**config.mk**
```make
export PLATFORM = sky130hd
export DESIGN_NAME = fifo_irq_top
export DESIGN_NICKNAME = d
export VERILOG_FILES = /design/src/rtl/fifo_irq_pkg.sv /design/src/rtl/fifo_irq_q.sv /design/src/rtl/fifo_irq_flush.sv /design/src/rtl/fifo_irq_stat.sv /design/src/rtl/fifo_irq_top.sv
export SDC_FILE = /design/constraint.sdc
export NUM_CORES = 1
export LEC_CHECK = 0
export ABC_AREA = 1
export BUFFER_PORTS_ARGS = -buffer_cell sky130_fd_sc_hd__buf_2
export CORE_MARGIN = 10
export CORE_UTILIZATION = 45
export CTS_BUF_LIST = sky130_fd_sc_hd__clkbuf_4
export DETAILED_ROUTE_END_ITERATION = 7
export PLACE_DENSITY = 0.64
export SLEW_MARGIN = 20
export SYNTH_ARGS = -nofsm -noshare
export SYNTH_HDL_FRONTEND = slang
export SYNTH_SLANG_ARGS = --single-unit
```
**constraint.sdc**
```tcl
create_clock -name clk_i -period 2.9 [get_ports clk_i]
set_input_delay 0.58 -clock clk_i [delete_from_list [all_inputs] [get_ports clk_i]]
set_output_delay 0.58 -clock clk_i [all_outputs]
set_load 0.005 [all_outputs]
```
**src/rtl/fifo_irq_pkg.sv**
```systemverilog
package fifo_irq_pkg;
  localparam int unsigned NFLAG   = 8;
  localparam int unsigned F_TXE   = 0;
  localparam int unsigned F_TXNE  = 1;
  localparam int unsigned F_TXF   = 2;
  localparam int unsigned F_TXOV  = 3;
  localparam int unsigned F_RXE   = 4;
  localparam int unsigned F_RXNF  = 5;
  localparam int unsigned F_RXF   = 6;
  localparam int unsigned F_RXOV  = 7;

  typedef enum logic [1:0] {
    CFG_MASK  = 2'd0,
    CFG_TXTHR = 2'd1,
    CFG_RXTHR = 2'd2,
    CFG_NONE  = 2'd3
  } cfg_sel_e;
endpackage

```
**src/rtl/fifo_irq_q.sv**
```systemverilog
module fifo_irq_q #(
  parameter int unsigned DW    = 8,
  parameter int unsigned DEPTH = 16,
  parameter int unsigned CW    = $clog2(DEPTH + 1)
) (
  input  logic          clk_i,
  input  logic          rst_ni,
  input  logic          clear_i,
  input  logic          hold_i,
  input  logic          push_i,
  input  logic [DW-1:0] pdata_i,
  input  logic          pop_i,
  output logic [DW-1:0] head_o,
  output logic [CW-1:0] count_o,
  output logic          ovf_o
);
  localparam int unsigned AW = (DEPTH > 1) ? $clog2(DEPTH) : 1;

  logic [DW-1:0] mem_q [DEPTH];
  logic [AW-1:0] wptr_q, rptr_q;
  logic [CW-1:0] cnt_q;
  logic          full, empty, do_push, do_pop;

  assign full    = (cnt_q == CW'(DEPTH));
  assign empty   = (cnt_q == '0);
  assign do_push = push_i & ~hold_i & ~full;
  assign do_pop  = pop_i & ~hold_i & ~empty;
  assign ovf_o   = push_i & ~hold_i & full;

  function automatic logic [AW-1:0] ptr_inc(input logic [AW-1:0] p);
    return (p == AW'(DEPTH - 1)) ? '0 : p + 1'b1;
  endfunction

  always_ff @(posedge clk_i) begin
    if (do_push) mem_q[wptr_q] <= pdata_i;
  end

  always_ff @(posedge clk_i or negedge rst_ni) begin
    if (!rst_ni) begin
      wptr_q <= '0;
      rptr_q <= '0;
      cnt_q  <= '0;
    end else if (clear_i) begin
      wptr_q <= '0;
      rptr_q <= '0;
      cnt_q  <= '0;
    end else begin
      if (do_push) wptr_q <= ptr_inc(wptr_q);
      if (do_pop)  rptr_q <= ptr_inc(rptr_q);
      case ({do_push, do_pop})
        2'b10:   cnt_q <= cnt_q + 1'b1;
        2'b01:   cnt_q <= cnt_q - 1'b1;
        default: cnt_q <= cnt_q;
      endcase
    end
  end

  assign head_o  = mem_q[rptr_q];
  assign count_o = cnt_q;
endmodule

```
**src/rtl/fifo_irq_flush.sv**
```systemverilog
module fifo_irq_flush #(
  parameter int unsigned CYCLES = 4
) (
  input  logic clk_i,
  input  logic rst_ni,
  input  logic req_i,
  output logic clear_o,
  output logic busy_o
);
  localparam int unsigned CW = (CYCLES > 1) ? $clog2(CYCLES) : 1;

  logic [CW-1:0] cnt_q;
  logic          busy_q;

  // A request while already busy is dropped
  assign clear_o = req_i & ~busy_q;

  always_ff @(posedge clk_i or negedge rst_ni) begin
    if (!rst_ni) begin
      busy_q <= 1'b0;
      cnt_q  <= '0;
    end else if (clear_o) begin
      busy_q <= 1'b1;
      cnt_q  <= CW'(CYCLES - 1);
    end else if (busy_q) begin
      if (cnt_q == '0) busy_q <= 1'b0;
      else             cnt_q  <= cnt_q - 1'b1;
    end
  end

  assign busy_o = busy_q;
endmodule

```
**src/rtl/fifo_irq_stat.sv**
```systemverilog
module fifo_irq_stat
  import fifo_irq_pkg::*;
#(
  parameter int unsigned DEPTH = 16,
  parameter int unsigned CW    = $clog2(DEPTH + 1)
) (
  input  logic             clk_i,
  input  logic             rst_ni,
  input  logic [CW-1:0]    tx_cnt_i,
  input  logic [CW-1:0]    rx_cnt_i,
  input  logic [CW-1:0]    tx_thr_i,
  input  logic [CW-1:0]    rx_thr_i,
  input  logic             tx_ovf_i,
  input  logic             rx_ovf_i,
  input  logic [NFLAG-1:0] clr_i,
  input  logic [NFLAG-1:0] mask_i,
  output logic [NFLAG-1:0] raw_o,
  output logic [NFLAG-1:0] masked_o,
  output logic             irq_o
);
  logic tx_ov_q, rx_ov_q, irq_q;

  // Set beats clear in the same cycle
  always_ff @(posedge clk_i or negedge rst_ni) begin
    if (!rst_ni) begin
      tx_ov_q <= 1'b0;
      rx_ov_q <= 1'b0;
      irq_q   <= 1'b0;
    end else begin
      tx_ov_q <= tx_ovf_i | (tx_ov_q & ~clr_i[F_TXOV]);
      rx_ov_q <= rx_ovf_i | (rx_ov_q & ~clr_i[F_RXOV]);
      irq_q   <= |masked_o;
    end
  end

  always_comb begin
    raw_o         = '0;
    raw_o[F_TXE]  = (tx_cnt_i == '0);
    raw_o[F_TXNE] = (tx_cnt_i <= tx_thr_i);
    raw_o[F_TXF]  = (tx_cnt_i == CW'(DEPTH));
    raw_o[F_TXOV] = tx_ov_q;
    raw_o[F_RXE]  = (rx_cnt_i == '0);
    raw_o[F_RXNF] = (rx_cnt_i >= rx_thr_i);
    raw_o[F_RXF]  = (rx_cnt_i == CW'(DEPTH));
    raw_o[F_RXOV] = rx_ov_q;
  end

  assign masked_o = raw_o & mask_i;
  assign irq_o    = irq_q;
endmodule

```
**src/rtl/fifo_irq_top.sv**
```systemverilog
module fifo_irq_top
  import fifo_irq_pkg::*;
#(
  parameter int unsigned DATA_W       = 8,
  parameter int unsigned DEPTH        = 16,
  parameter int unsigned FLUSH_CYCLES = 4,
  parameter int unsigned CNT_W        = $clog2(DEPTH + 1)
) (
  input  logic              clk_i,
  input  logic              rst_ni,
  input  logic              tx_wr_i,
  input  logic [DATA_W-1:0] tx_wdata_i,
  input  logic              tx_rd_i,
  output logic [DATA_W-1:0] tx_rdata_o,
  input  logic              rx_wr_i,
  input  logic [DATA_W-1:0] rx_wdata_i,
  input  logic              rx_rd_i,
  output logic [DATA_W-1:0] rx_rdata_o,
  output logic [CNT_W-1:0]  tx_count_o,
  output logic [CNT_W-1:0]  rx_count_o,
  input  logic              tx_flush_i,
  input  logic              rx_flush_i,
  output logic              tx_flush_o,
  output logic              rx_flush_o,
  input  logic              cfg_we_i,
  input  logic [1:0]        cfg_sel_i,
  input  logic [7:0]        cfg_wdata_i,
  input  logic [7:0]        clr_i,
  output logic [7:0]        raw_o,
  output logic [7:0]        masked_o,
  output logic              irq_o
);
  logic [NFLAG-1:0] mask_q;
  logic [CNT_W-1:0] tx_thr_q, rx_thr_q;
  logic             tx_clr, rx_clr, tx_ovf, rx_ovf;

  always_ff @(posedge clk_i or negedge rst_ni) begin
    if (!rst_ni) begin
      mask_q   <= '0;
      tx_thr_q <= '0;
      rx_thr_q <= '0;
    end else if (cfg_we_i) begin
      case (cfg_sel_e'(cfg_sel_i))
        CFG_MASK:  mask_q   <= cfg_wdata_i;
        CFG_TXTHR: tx_thr_q <= cfg_wdata_i[CNT_W-1:0];
        CFG_RXTHR: rx_thr_q <= cfg_wdata_i[CNT_W-1:0];
        default:   ;
      endcase
    end
  end

  fifo_irq_flush #(.CYCLES(FLUSH_CYCLES)) u_tx_flush (
    .clk_i, .rst_ni, .req_i(tx_flush_i), .clear_o(tx_clr), .busy_o(tx_flush_o)
  );
  fifo_irq_flush #(.CYCLES(FLUSH_CYCLES)) u_rx_flush (
    .clk_i, .rst_ni, .req_i(rx_flush_i), .clear_o(rx_clr), .busy_o(rx_flush_o)
  );

  fifo_irq_q #(.DW(DATA_W), .DEPTH(DEPTH), .CW(CNT_W)) u_tx_q (
    .clk_i, .rst_ni,
    .clear_i(tx_clr), .hold_i(tx_clr | tx_flush_o),
    .push_i(tx_wr_i), .pdata_i(tx_wdata_i), .pop_i(tx_rd_i),
    .head_o(tx_rdata_o), .count_o(tx_count_o), .ovf_o(tx_ovf)
  );
  fifo_irq_q #(.DW(DATA_W), .DEPTH(DEPTH), .CW(CNT_W)) u_rx_q (
    .clk_i, .rst_ni,
    .clear_i(rx_clr), .hold_i(rx_clr | rx_flush_o),
    .push_i(rx_wr_i), .pdata_i(rx_wdata_i), .pop_i(rx_rd_i),
    .head_o(rx_rdata_o), .count_o(rx_count_o), .ovf_o(rx_ovf)
  );

  fifo_irq_stat #(.DEPTH(DEPTH), .CW(CNT_W)) u_stat (
    .clk_i, .rst_ni,
    .tx_cnt_i(tx_count_o), .rx_cnt_i(rx_count_o),
    .tx_thr_i(tx_thr_q), .rx_thr_i(rx_thr_q),
    .tx_ovf_i(tx_ovf), .rx_ovf_i(rx_ovf),
    .clr_i, .mask_i(mask_q),
    .raw_o, .masked_o, .irq_o
  );
endmodule

```
Word level (Yosys, flattened, before mapping)
Memories as Yosys holds them, arrays and structs flattened.
Cells that the tools add are included.
- bits in registers: 53
- memory bits (writable): 256
- input bits: 43
- output and inout port bits: 45
- word-level logic and storage cells: 124
- memories kept: 2
- memory list (memory ; words ; width ; read ports ; clocked after memory_dff ; wr ports ; line ; RTL):
    u_rx_q.mem_q ; 16 ; 8 ; 1 ; 0 ; 1 ; fifo_irq_q.sv:19 ; logic [DW-1:0] mem_q [DEPTH];
    u_tx_q.mem_q ; 16 ; 8 ; 1 ; 0 ; 1 ; fifo_irq_q.sv:19 ;
- add/subtract/negate cells: 10
- magnitude comparators: 2
- equality and inequality tests: 14
- multiplexer cells: 32
- bitwise operators: 29
- reductions and logical operators: 19
- operator list (operator ; count):
    $mux W4 ; 12
    $pmux W5 S2 ; 2
    $add A4 B1 Y4 const B ; 4
    $eq A4 B4 Y1 const B ; 4
    $and A1 B1 Y1 ; 14
    $mux W2 ; 6
    $reduce_bool A2 Y1 ; 6
    $add A5 B1 Y5 const B ; 2
    $eq A5 B5 Y1 const B ; 2
    $logic_not A5 Y1 ; 2
    $mux W1 ; 10
    $mux W5 ; 2
    $not A1 Y1 ; 10
    $reduce_and A2 Y1 ; 5
    $sub A5 B1 Y5 const B ; 2
    $and A8 B8 Y8 ; 1
    $reduce_or A8 Y1 ; 1
    $eq A2 B1 Y1 const B ; 3
    $eq A2 B2 Y1 const B ; 3
    $logic_not A2 Y1 ; 3
    $reduce_bool A3 Y1 ; 2
    $ge A5 B5 Y1 ; 1
    $le A5 B5 Y1 ; 1
    $ne A2 B2 Y1 const B ; 2
    other kinds (2) ; 6

Longest topological paths before layout
- word-level depth: 9
- mapped depth: 17
- mapped depth without buffers: 17

Cells and area by module
Synthesis repeated with hierarchy kept, for this count alone.
- cells, all modules: 1171
- area, all modules: 13508.0 µm²
- by module, submodules not included (module ; instances ; cells an instance ; area each (µm²) ; sequential area each (µm²)):
    fifo_irq_q (u_tx_q) ; 1 ; 477 ; 5938.2 ; 4169.0
    fifo_irq_q (u_rx_q) ; 1 ; 483 ; 5896.9 ; 4169.0
    fifo_irq_top ; 1 ; 84 ; 812.0 ; 450.4
    fifo_irq_stat ; 1 ; 87 ; 548.0 ; 75.1
    fifo_irq_flush ; 2 ; 20 ; 156.4 ; 75.1

Worst setup path after synthesis
OpenSTA, ideal clock, no wires.
- path type: flip-flop to output port
- start: reg u_rx_q.cnt_q[0] (netlist: u_rx_q.count_o[0])
- end: out masked_o[5]
- data arrival time: 1.538 ns
- required time: 2.320 ns
- path slack: 0.782 ns
- stages on the path, launching flop included: 10
- path buffers: 0
- cell sequence: dfrtp_1 inv_1 ha_1 o21ai_0 a21boi_0 o21a_1 o21ai_0 nand2_1 nand2_1 inv_1
- cells in the longest elaborated chain, start to end: 2
- ends and longest elaborated chain (item ; line ; RTL):
    start, declared ; fifo_irq_q.sv:21 ; logic [CW-1:0] cnt_q;
    start signal, assigned ; fifo_irq_q.sv:51 ; 2'b10: cnt_q <= cnt_q + 1'b1;
    start signal, assigned ; fifo_irq_q.sv:52 ; 2'b01: cnt_q <= cnt_q - 1'b1;
    start signal, assigned ; fifo_irq_q.sv:53 ; default: cnt_q <= cnt_q;
    $ge A5 B5 Y1 ; fifo_irq_stat.sv:43 ; raw_o[F_RXNF] = (rx_cnt_i >= rx_thr_i);
    net raw_o[5] ; fifo_irq_top.sv:29 ; output logic [7:0] raw_o,
    $and A8 B8 Y8 ; fifo_irq_stat.sv:48 ; assign masked_o = raw_o & mask_i;
    end, declared ; fifo_irq_top.sv:30 ; output logic [7:0] masked_o,
The timed path passes the listed nets, and every way through them passes these cells.

Worst setup path after layout
- start: reg u_tx_q.rptr_q[0]
- end: out tx_rdata_o[1]
- cells in the longest elaborated chain, start to end: 1
- ends and longest elaborated chain (item ; line ; RTL):
    start, declared ; fifo_irq_q.sv:20 ; logic [AW-1:0] wptr_q, rptr_q;
    start signal, assigned ; fifo_irq_q.sv:49 ; if (do_pop) rptr_q <= ptr_inc(rptr_q);
    $mem_v2 Z16 W8 ; - ;
    end, declared ; fifo_irq_top.sv:14 ; output logic [DATA_W-1:0] tx_rdata_o,
Every way passes these cells.

==> impl_metrics.yaml <==
sta:
  slew_viol_final: 0
  period_minus_slack_ns: 2.845
  finClkSkew_ns: 0.07521
  finalSetupViolCount: 0
  relSlewSlack_pct: 55.22
  rsz0062_at_grt: "true"
  clock.fmax_mhz: 351.5
  hold_slack_ns: 0.1182
  finalSetupTns_ns: 0
  period_share_pct: 98.10
  hold_viol_final: 0
  worst_pin_slew_ns: 0.6717
worst_setup_path:
  worstPathMaxFanout: 7
  rrSetupSlack_ns: 0.69
  crit_family: "buffers and inverters"
  start_kind: "register"
  r2r-start: "u_tx_q.count_o[3]$_DFFE_PN0P_"
  crit_required_ns: 2.32
  slowest_delay_ns: 0.49
  endpoint_kind: "output pin"
  critical_path_class: "reg -> out"
  worstPathArrival_ns: 2.26
  critPathSlowestCell: "dfrtp_2"
  crit_buf_inv: 4
  worstReg2RegEnd: "u_tx_q.count_o[4]$_DFFE_PN0P_"
  critical_path.cell_chain: "inv_8 > buf_2 > a21oi_1 > a311oi_2 > o21ai_0 > buf_4 > nand2_1 > buf_2"
  cp_common_cell: "buf_2"
  r2r_cells: 15
final_layout:
  final_area_mm2: 0.01596
  drive_gt1_share_pct: 26.00
  fin_nets: 1413
  layout_commonest_cell: "edfxtp_1"
  syn2layout_area_growth_pct: 20.87
  fin_util_pct: 55.29
  layout_common_cells: "edfxtp_1, nand2_1, nor2_1"
yosys:
  yosys_register_bits: 309
  syn_area_mm2: 0.01320
  synth_cell_types: 40
  synth_top_family_by_area: "simple AND/OR/NAND/NOR gates"
  synth_fa_ha_area_share_pct: 2.464
  syn_nets: 1215
  synthCells: 1146
  synth-simple-area-share_pct: 13.52
  synthXorXnorAreaFrac_pct: 0.3981
  synthMuxAreaShare_pct: 0.1706
  avgSynthCellArea_um2: 11.52
  synth-compound-area-share_pct: 10.54
  ys_warn_count: 0
  yosysSeqAreaShare_pct: 68.28
place:
  globalplace.congestion: 0.8428
  port_buffers: 81
  placed_area_mm2: 0.01433
  dp.final_hpwl_um: 20480
global_routing:
  grt_pass1_wl_um: 50710
  grt_overflow_total: 0
  grt.total_usage_pct: 17.62
  antenna_found_initial: 1
  grt_max_degree: 67
  grt_pass1_vias: 9471
die:
  ioPinCount: 88
  die_width_um: 191.3
  rows: 62
  fp.dieH_um: 191.3
  initial_core_util_pct: 45.75
  die-area_mm2: 0.03659
  coreArea_mm2: 0.02886
pwr:
  clockPowerShare_pct: 29.9
  power_w: 0.01295
  irDropWorstVdd_mv: 0.3726
  total_leakage_power_nw: 6.327
  p_int_w: 0.008659
  powerDensity_mw_per_mm2: 811.4
  switching_power_w: 0.004288
  combPwrFrac_pct: 29.1
  pwr-share-seq_pct: 41.0
  sw_frac_of_total_pct: 33.12
clock_tree:
  cts_buffer_depth: 3
  numCtsBuffers: 81
  cts_tree: "built"
  htreeDepth: 3
  cts-root-buf: "clkbuf_4"
  path_clk_slew_ns: 0.06
  cts_sinks: 309
  clkLatencyLatePin_ns: 0.70
routing:
  avgRoutedWirePerCell_um: 18.59
  drc_errors: 0
  dr.pass1.iters: 5
  drt_iter0_drc: 686
  drtAntennaViolNets: 0
  viasPerCell: 5.268
  vias: 9424
  wirelength_um: 33250
hold_path:
  hp-class: "in -> reg"
  worst_hold_startpoint: "clr_i[3]"
  worstHoldEndpoint: "u_stat.tx_ov_q$_DFF_PN0_"
  hold_depth: 2
run_status:
  status: "finished clean"
run:
  cap_violations: 0
stage by stage:
step                instances  worst slack [ns]
floorplan                1146            0.7820
global placement         1619            0.5091
detailed placement       1619            0.4669
CTS                      1764         -0.007105
global route             1789          -0.05971
finish                   1789           0.05511
worst max path at each step:
| stage | cells past startpoint | end | startpoint |
|---|---|---|---|
| floorplan | 9 | masked_o[5] | u_rx_q.count_o[0]$_DFFE_PN0P_ |
| global placement | 6 | rx_rdata_o[2] | u_rx_q.rptr_q[0]$_DFFE_PN0P_ |
| detailed placement | 6 | rx_rdata_o[2] | u_rx_q.rptr_q[0]$_DFFE_PN0P_ |
| CTS | 9 | tx_rdata_o[5] | u_tx_q.rptr_q[0]$_DFFE_PN0P_ |
| global route | 9 | tx_rdata_o[5] | u_tx_q.rptr_q[0]$_DFFE_PN0P_ |
| finish | 8 | tx_rdata_o[1] | u_tx_q.rptr_q[0]$_DFFE_PN0P_ |
cells in the mapped netlist (all sizes together):
library cell / number / area share (%)
nand4: 15 / 0.71
xor2: 6 / 0.40
nor4: 3 / 0.14
buf: 28 / 1.2
o211ai: 1 / 0.057
clkbuf: 22 / 0.63
ha: 26 / 2.5
a21oi: 39 / 1.5
o21ai: 135 / 5.1
a21boi: 1 / 0.057
a31oi: 2 / 0.095
nand2: 209 / 6.4
nand3: 49 / 2.0
o21a: 3 / 0.17
mux2: 2 / 0.17
o21bai: 2 / 0.11
o221ai: 10 / 0.66
a311oi: 11 / 0.73
nor2: 134 / 4.2
inv: 98 / 2.8
nor3: 2 / 0.076
edfxtp: 256 / 58
a221oi: 10 / 0.66
o22ai: 27 / 1.3
dfrtp: 53 / 10
a22oi: 2 / 0.11
per-layer routing:
| metal | wire length [um] | vias up | global-route usage [%] |
|---|---|---|---|
| li1 | - | 4524 | - |
| met1 | 14400 | 4552 | 22.81 |
| met2 | 16270 | 311 | 28.80 |
| met3 | 2235 | 37 | 4.410 |
| met4 | 351 | 0 | 5.048 |
| met5 | 0 | - | 0 |
state kept, by name, indices dropped and copies added, names as in the netlist:
signal             cells
u_rx_q.mem_q         128
u_tx_q.mem_q         128
mask_q                 8
rx_thr_q               5
tx_thr_q               5
u_rx_q.count_o         5
u_tx_q.count_o         5
u_rx_q.rptr_q          4
u_rx_q.wptr_q          4
u_tx_q.rptr_q          4
u_tx_q.wptr_q          4
u_rx_flush.cnt_q       2
u_tx_flush.cnt_q       2
u_rx_flush.busy_o      1
u_stat.irq_o           1
u_stat.rx_ov_q         1
u_stat.tx_ov_q         1
u_tx_flush.busy_o      1
what timing repair did:
action                                 in CTS  in global routing
pin swaps                                   3                 12
endpoints found under the hold margin      26                  0
cloned                                      0                  6
gates resized for setup                    32                 55
hold buffers                                1                  0
setup buffers                               1                 18
setup endpoints to repair                  19                 18
cell type report:
cell class | instances | area, um^2
Inverter | 98 | 397.9
Antenna cell | 1 | 2.502
Clock inverter | 28 | 200.2
Clock buffer | 115 | 863.3
Multi-Input combinational cell | 689 | 3742
Timing Repair Buffer | 164 | 1234
Fill cell | 2486 | 12900
Sequential cell | 309 | 9027
Tap cell | 384 | 480.5
Timing Repair inverter | 1 | 8.758
logic make-up after synthesis:
group / after synthesis
AOI/OAI and AO/OA: 243
xor gates and xnor gates: 6
adders and majority gates: 26
buffers and inverters: 148
DFF: 309
muxes: 2
and+or+nand+nor: 412
power by group through the flow:
stage          combinational (W)  clock (W)  sequential (W)
2_1_floorplan            0.00209          0         0.00532
3_5_place_dp             0.00317          0         0.00536
3_3_place_gp             0.00309          0         0.00535
4_1_cts                  0.00328    0.00398         0.00528
5_1_grt                  0.00421    0.00423         0.00534
6_report                 0.00376    0.00387         0.00531
Note: power is estimated with default switching activity, not from simulation.
